--- src/rtl/microseq_pkg.sv ---
package microseq_pkg;

  localparam int OPC_W = 4;
  localparam int FN_W  = 2;
  localparam int SEL_W = 2;
  localparam int ST_W  = 5;

  localparam logic [OPC_W-1:0] OP_ADD  = 4'd0;
  localparam logic [OPC_W-1:0] OP_NAND = 4'd1;
  localparam logic [OPC_W-1:0] OP_ADDI = 4'd2;
  localparam logic [OPC_W-1:0] OP_LW   = 4'd3;
  localparam logic [OPC_W-1:0] OP_SW   = 4'd4;
  localparam logic [OPC_W-1:0] OP_BEQ  = 4'd5;
  localparam logic [OPC_W-1:0] OP_JALR = 4'd6;
  localparam logic [OPC_W-1:0] OP_HALT = 4'd7;

  localparam logic [FN_W-1:0] FN_ADD  = 2'b00;
  localparam logic [FN_W-1:0] FN_NAND = 2'b01;
  localparam logic [FN_W-1:0] FN_SUB  = 2'b10;
  localparam logic [FN_W-1:0] FN_INC  = 2'b11;

  localparam logic [SEL_W-1:0] SEL_X = 2'b00;
  localparam logic [SEL_W-1:0] SEL_Y = 2'b01;
  localparam logic [SEL_W-1:0] SEL_Z = 2'b10;

  typedef enum logic [ST_W-1:0] {
    S_F1, S_F2, S_F3,
    S_ADD1, S_ADD2, S_ADD3,
    S_NAND1, S_NAND2, S_NAND3,
    S_ADDI1, S_ADDI2, S_ADDI3,
    S_LW1, S_LW2, S_LW3, S_LW4,
    S_SW1, S_SW2, S_SW3, S_SW4,
    S_BQ1, S_BQ2, S_BQ3, S_BQT, S_BQ4, S_BQ5, S_BQ6,
    S_JR1, S_JR2,
    S_HALT
  } mstate_t;

  typedef struct packed {
    logic             drv_pc;
    logic             drv_alu;
    logic             drv_reg;
    logic             drv_mem;
    logic             drv_off;
    logic             ld_pc;
    logic             ld_a;
    logic             ld_b;
    logic             ld_mar;
    logic             ld_ir;
    logic             ld_z;
    logic             wr_mem;
    logic             wr_reg;
    logic [FN_W-1:0]  alu_fn;
    logic [SEL_W-1:0] reg_sel;
  } ctrl_t;

endpackage

--- src/rtl/microseq_next.sv ---
module microseq_next
  import microseq_pkg::*;
(
  input  mstate_t          cur,
  input  logic [OPC_W-1:0] opcode,
  input  logic             zero,
  output mstate_t          nxt
);

  // Dispatch from the last fetch state on the instruction's opcode.
  function automatic mstate_t dispatch(input logic [OPC_W-1:0] op);
    case (op)
      OP_ADD:  return S_ADD1;
      OP_NAND: return S_NAND1;
      OP_ADDI: return S_ADDI1;
      OP_LW:   return S_LW1;
      OP_SW:   return S_SW1;
      OP_BEQ:  return S_BQ1;
      OP_JALR: return S_JR1;
      OP_HALT: return S_HALT;
      default: return S_F1;      // undefined code behaves as a no-op
    endcase
  endfunction

  always_comb begin
    case (cur)
      S_F1:    nxt = S_F2;
      S_F2:    nxt = S_F3;
      S_F3:    nxt = dispatch(opcode);
      S_ADD1:  nxt = S_ADD2;
      S_ADD2:  nxt = S_ADD3;
      S_NAND1: nxt = S_NAND2;
      S_NAND2: nxt = S_NAND3;
      S_ADDI1: nxt = S_ADDI2;
      S_ADDI2: nxt = S_ADDI3;
      S_LW1:   nxt = S_LW2;
      S_LW2:   nxt = S_LW3;
      S_LW3:   nxt = S_LW4;
      S_SW1:   nxt = S_SW2;
      S_SW2:   nxt = S_SW3;
      S_SW3:   nxt = S_SW4;
      S_BQ1:   nxt = S_BQ2;
      S_BQ2:   nxt = S_BQ3;
      S_BQ3:   nxt = S_BQT;
      S_BQT:   nxt = zero ? S_BQ4 : S_F1;   // microbranch on the latched flag
      S_BQ4:   nxt = S_BQ5;
      S_BQ5:   nxt = S_BQ6;
      S_JR1:   nxt = S_JR2;
      S_HALT:  nxt = S_HALT;
      default: nxt = S_F1;                  // every execute tail returns to fetch
    endcase
  end

endmodule

--- src/rtl/microseq_decode.sv ---
module microseq_decode
  import microseq_pkg::*;
(
  input  mstate_t cur,
  output ctrl_t   ctl,
  output logic    halted
);

  always_comb begin
    ctl    = '0;
    halted = 1'b0;
    case (cur)
      S_F1: begin
        ctl.drv_pc = 1'b1; ctl.ld_mar = 1'b1; ctl.ld_a = 1'b1;
      end
      S_F2: begin
        ctl.drv_mem = 1'b1; ctl.ld_ir = 1'b1;
      end
      S_F3: begin
        ctl.drv_alu = 1'b1; ctl.ld_pc = 1'b1; ctl.alu_fn = FN_INC;
      end
      S_ADD1, S_NAND1, S_ADDI1, S_LW1, S_SW1: begin
        ctl.drv_reg = 1'b1; ctl.ld_a = 1'b1; ctl.reg_sel = SEL_Y;
      end
      S_ADD2, S_NAND2: begin
        ctl.drv_reg = 1'b1; ctl.ld_b = 1'b1; ctl.reg_sel = SEL_Z;
      end
      S_ADDI2, S_LW2, S_SW2, S_BQ5: begin
        ctl.drv_off = 1'b1; ctl.ld_b = 1'b1;
      end
      S_ADD3, S_ADDI3: begin
        ctl.drv_alu = 1'b1; ctl.wr_reg = 1'b1;
        ctl.alu_fn = FN_ADD; ctl.reg_sel = SEL_X;
      end
      S_NAND3: begin
        ctl.drv_alu = 1'b1; ctl.wr_reg = 1'b1;
        ctl.alu_fn = FN_NAND; ctl.reg_sel = SEL_X;
      end
      S_LW3, S_SW3: begin
        ctl.drv_alu = 1'b1; ctl.ld_mar = 1'b1; ctl.alu_fn = FN_ADD;
      end
      S_LW4: begin
        ctl.drv_mem = 1'b1; ctl.wr_reg = 1'b1; ctl.reg_sel = SEL_X;
      end
      S_SW4: begin
        ctl.drv_reg = 1'b1; ctl.wr_mem = 1'b1; ctl.reg_sel = SEL_X;
      end
      S_BQ1: begin
        ctl.drv_reg = 1'b1; ctl.ld_a = 1'b1; ctl.reg_sel = SEL_X;
      end
      S_BQ2: begin
        ctl.drv_reg = 1'b1; ctl.ld_b = 1'b1; ctl.reg_sel = SEL_Y;
      end
      S_BQ3: begin
        ctl.drv_alu = 1'b1; ctl.ld_z = 1'b1; ctl.alu_fn = FN_SUB;
      end
      S_BQT: ;  // idle cycle: flag is now stable for the microbranch
      S_BQ4: begin
        ctl.drv_pc = 1'b1; ctl.ld_a = 1'b1;
      end
      S_BQ6: begin
        ctl.drv_alu = 1'b1; ctl.ld_pc = 1'b1; ctl.alu_fn = FN_ADD;
      end
      S_JR1: begin
        ctl.drv_pc = 1'b1; ctl.wr_reg = 1'b1; ctl.reg_sel = SEL_Y;
      end
      S_JR2: begin
        ctl.drv_reg = 1'b1; ctl.ld_pc = 1'b1; ctl.reg_sel = SEL_X;
      end
      S_HALT: halted = 1'b1;
      default: ;
    endcase
  end

endmodule

--- src/rtl/microseq_ctrl.sv ---
module microseq_ctrl
  import microseq_pkg::*;
(
  input  logic             clk,
  input  logic             rst_n,
  input  logic [OPC_W-1:0] opcode,
  input  logic             zero,
  output logic             drv_pc,
  output logic             drv_alu,
  output logic             drv_reg,
  output logic             drv_mem,
  output logic             drv_off,
  output logic             ld_pc,
  output logic             ld_a,
  output logic             ld_b,
  output logic             ld_mar,
  output logic             ld_ir,
  output logic             ld_z,
  output logic             wr_mem,
  output logic             wr_reg,
  output logic [FN_W-1:0]  alu_fn,
  output logic [SEL_W-1:0] reg_sel,
  output logic             halted
);

  mstate_t state_q;
  mstate_t state_d;
  ctrl_t   ctl;

  microseq_next u_next (
    .cur    (state_q),
    .opcode (opcode),
    .zero   (zero),
    .nxt    (state_d)
  );

  microseq_decode u_dec (
    .cur    (state_q),
    .ctl    (ctl),
    .halted (halted)
  );

  always_ff @(posedge clk or negedge rst_n) begin
    if (!rst_n) state_q <= S_F1;
    else        state_q <= state_d;
  end

  assign drv_pc  = ctl.drv_pc;
  assign drv_alu = ctl.drv_alu;
  assign drv_reg = ctl.drv_reg;
  assign drv_mem = ctl.drv_mem;
  assign drv_off = ctl.drv_off;
  assign ld_pc   = ctl.ld_pc;
  assign ld_a    = ctl.ld_a;
  assign ld_b    = ctl.ld_b;
  assign ld_mar  = ctl.ld_mar;
  assign ld_ir   = ctl.ld_ir;
  assign ld_z    = ctl.ld_z;
  assign wr_mem  = ctl.wr_mem;
  assign wr_reg  = ctl.wr_reg;
  assign alu_fn  = ctl.alu_fn;
  assign reg_sel = ctl.reg_sel;

  // Shared bus: never two drivers at once.
  assert_one_driver_R3: assert property (@(posedge clk) disable iff (!rst_n)
    $onehot0({drv_pc, drv_alu, drv_reg, drv_mem, drv_off}));

  // Fetch: F1 is always followed by F2, and F2 by F3.
  assert_fetch_f2_R2: assert property (@(posedge clk) disable iff (!rst_n)
    (drv_pc && ld_mar) |=> (drv_mem && ld_ir));
  assert_fetch_f3_R2: assert property (@(posedge clk) disable iff (!rst_n)
    ld_ir |=> (drv_alu && ld_pc && alu_fn == FN_INC));

  // Branch test cycle resolves on the zero flag.
  assert_branch_fall_R8: assert property (@(posedge clk) disable iff (!rst_n)
    ($past(ld_z) && !zero) |=> (drv_pc && ld_mar && ld_a));
  assert_branch_take_R9: assert property (@(posedge clk) disable iff (!rst_n)
    ($past(ld_z) && zero) |=> (drv_pc && ld_a && !ld_mar));

  // Store drives Rx onto the bus while writing memory.
  assert_store_src_R7: assert property (@(posedge clk) disable iff (!rst_n)
    wr_mem |-> (drv_reg && reg_sel == SEL_X && !wr_reg));

  // Halt is sticky until reset.
  assert_halt_hold_R11: assert property (@(posedge clk) disable iff (!rst_n)
    halted |=> (halted && !drv_pc && !ld_pc));

endmodule

--- config.mk ---
export PLATFORM = sky130hd
export DESIGN_NAME = microseq_ctrl
export DESIGN_NICKNAME = d
export VERILOG_FILES = /design/src/rtl/microseq_pkg.sv /design/src/rtl/microseq_next.sv /design/src/rtl/microseq_decode.sv /design/src/rtl/microseq_ctrl.sv
export SDC_FILE = /design/constraint.sdc
export NUM_CORES = 1
export LEC_CHECK = 0
export BUFFER_PORTS_ARGS = -buffer_cell sky130_fd_sc_hd__clkbuf_2
export CAP_MARGIN = 10
export CORE_UTILIZATION = 40
export CTS_CLUSTER_SIZE = 12
export DETAILED_ROUTE_END_ITERATION = 8
export SETUP_SLACK_MARGIN = 0.2
export SLEW_MARGIN = 15
export SYNTH_ARGS = -nofsm -noshare
export SYNTH_HDL_FRONTEND = slang
export SYNTH_SLANG_ARGS = --single-unit
export TNS_END_PERCENT = 100
--- constraint.sdc ---
create_clock -name clk -period 1.75 [get_ports clk]
set_input_delay 0.35 -clock clk [delete_from_list [all_inputs] [get_ports clk]]
set_output_delay 0.35 -clock clk [all_outputs]
set_load 0.01 [all_outputs]
==> run_results.csv <==
group,metric,value,unit
status,status,"finished with violations",
status,violations,"negative setup slack",
critical_path,path_max_fanout,8,
yosys,netlist_top_cells_area,"dfrtp_1 (15%), a21oi_1 (8.3%), nand2b_1 (6.0%)",
clocking,htree_num_levels,1,
timing,layout_min_cycle_time,2030,ps
timing,fin_tns_setup,-2530,ps
global_route,grt_overflow,0,
floorplan,start_util,42.8,%
timing,setup_viol,17,
yosys,synth.largest_area_cell,"dfrtp_1",
place,gp_congestion,0.940,
power_and_ir_drop,combinationalPowerShare,86.0,%
critical_path,crit_family,"flip-flops",
critical_path,r2r-start,"state_q[3]",
critical_path,crit_slowest_cell,"dfrtp_2",
global_route,grt_pass1_vias,980,
critical_path,crit_buf_inv,2,
yosys,synth_top_area_share,14.9,%
place,portBuffers,24,
yosys,syn_avg_cell_area,6.61,um2
place,hpwl,1910,um
routing,drcViolationCount,0,
yosys,synth_edf_count,0,
finish,drive_gt1_share,63.4,%
hold_path,hold_class,"primary input to register",
finish,reg.largest.list,"state_q: 5 flops",
power_and_ir_drop,p_sw_share,47.8,%
power_and_ir_drop,peakVddDrop,1.21,mV
critical_path,path_class,"register to output port",
critical_path,cp.required,1400,ps
timing,rsz0062_at_grt,"yes",
critical_path,end_kind,"output port",
yosys,syn-num-nets,134,
floorplan,core,1960,um2
clocking,cts_buffers,3,
routing,routed_via_density,5.99,
finish,most-common-layout-cells,"buf_4 (28), buf_6 (19), buf_2 (14)",
floorplan,rows,16,
power_and_ir_drop,clkPwrFrac,4.7,%
routing,dr.pass1.iters,4,
global_route,grt_max_degree,13,
timing,fin_crit_sh,116,%
timing,fin_skew,5.21,ps
yosys,syn-instance-count,127,
timing,worst_pin_slew,395,ps
clocking,tritoncts,"built",
floorplan,io_pins,25,
critical_path,cp.arrival,1680,ps
global_route,antenna_found_initial,0,
power_and_ir_drop,p_int,1.61,mW
critical_path,startpoint_type,"register",
finish,syn2layout_area_growth,91.7,%
yosys,async_reset_ff_share,100,%
timing,finalHoldViolations,0,
yosys,synth_ff_type,"dfrtp_1",
critical_path,ff2ff_setup_slack,-80,ps
routing,drt_iter0_drc,48,
finish,largest_reg_flops,5,
finish,nets,199,
critical_path,worstPathCellList,"buf_6 > xnor2_2 > nand2_1 > mux2_4 > o21ai_1 > buf_2",
clocking,clk_pin_slew,50,ps
yosys,syn_area,840,um2
global_route,grt_util_all_layers,28.4,%
finish,antennaDiodeCount,0,
power_and_ir_drop,p_leak,0.733,nW
yosys,ys_seq_area_share,14.9,%
critical_path,path_depth,6,
routing,vias,1306,
power_and_ir_drop,p_seq_share,9.3,%
routing,postRouteAntennaNets,0,
clocking,insertion_delay,260,ps
critical_path,cpPeakStageDelay,500,ps
floorplan,die_area,2290,um2
global_route,grt_pass1_wl,4530,um
power_and_ir_drop,power_density,1920,nW/um2
floorplan,die_h,47.8,um
yosys,ys_ff_latch,5,
finish,final_cells,218,
yosys,yosysUniqueCellTypes,35,
timing,fmax,492,MHz
floorplan,die_w,47.8,um
routing,wire_per_inst,17.9,um
clocking,cts_root_buffer,"clkbuf_4",
yosys,synth-warning-count,0,
finish,final_common_cell,"buf_4",
clocking,cts_buffer_depth,2,
run,cap_viol_max_count,0,
timing,setup_ws,-281,ps
critical_path,crit_path_end,"ld_b",
critical_path,rr_worst_depth,6,
finish,largest-register,"state_q",
timing,drv_slew,0,
routing,route.final.wire_length,3890,um
finish,final_core_util,82.0,%
timing,slew_headroom,73.5,%
critical_path,r2r-end,"state_q[0]",
clocking,clkSinkCount,5,
power_and_ir_drop,p_sw,1.47,mW
place,dp_slack,-7.51,ps
critical_path,cp-startpoint,"state_q[0]",
place,dp_cells,190,
## layout make-up
class	instances	area [um2]
clock buffer	3	22.5
clock inverter	1	5.00
fill	125	353
inverter	1	3.75
multi-input combinational	108	833
sequential	5	131
tap	27	33.8
timing repair buffer	73	579
## worst min-delay path by stage
stage	start	slack (ps)	to	cells past startpoint
after global placement	rst_n	170	state_q[1]	1
after floorplan	rst_n	50	state_q[0]	0
after global routing	opcode[2]	390	state_q[4]	3
after detailed placement	rst_n	170	state_q[2]	1
final	opcode[2]	360	state_q[4]	3
after CTS	opcode[2]	360	state_q[4]	3
## kinds of logic (layout without fill, tap and decap cells)
family	after synthesis	count (layout)	share of synthesized area, %
compound gates	44	44	32.8
xor+xnor	2	2	2.09
mux	1	1	1.34
simple gates	61	61	39.6
flops	5	5	14.9
buf+inv	14	78	9.24
## synthesized netlist by cell type, types with 3 or more instances
library cell / instances
a21o_1: 3
nand2_1: 13
nor3_1: 6
nor2b_1: 5
buf_2: 8
o22ai_1: 4
nand2b_1: 8
nor2_1: 12
dfrtp_1: 5
o21ai_0: 8
a22oi_1: 5
buf_4: 4
a21oi_1: 14
and2b_1: 3
nand3_1: 4
## metrics by stage
stage               area [um2]  hold WS, ps  power [mW]
global placement          1130          169        1.96
global route              1610          390        3.26
finish                    1610          356        3.08
CTS                       1380          361        2.51
detailed placement        1130          170        1.95
floorplan                  861         54.4        1.32
## timing repair
| action | 4_1_cts | 5_1_grt |
|---|---|---|
| hold buffers | 1 | 0 |
| pin swaps | 17 | 11 |
| setup buffers | 11 | 12 |
| resized for setup | 39 | 50 |
| hold endpoints to repair | 5 | 0 |
| setup endpoints to repair | 23 | 23 |
## layer usage
layer	wire length, um	vias up	GRT usage (%)
li1	-	586	-
met1	1540	616	38.5
met2	1920	82	47.3
met3	280	22	1.51
met4	159	0	10.6
met5	0	-	0
## power by group through the flow
| stage | clock network [mW] | registers, mW | logic [mW] |
|---|---|---|---|
| floorplan | 0 | 0.198 | 1.12 |
| global placement | 0 | 0.257 | 1.70 |
| detailed placement | 0 | 0.253 | 1.70 |
| CTS | 0.147 | 0.261 | 2.10 |
| global route | 0.152 | 0.288 | 2.82 |
| finish | 0.146 | 0.287 | 2.65 |
## worst reg2reg max path: cells and delay by family (launching register included)
kind | cells | cell delay (ps)
compound gates | 2 | 330
buf+inv | 2 | 240
flops | 1 | 460
simple gates | 2 | 690
No activity file was read; power rests on OpenSTA's default activity.
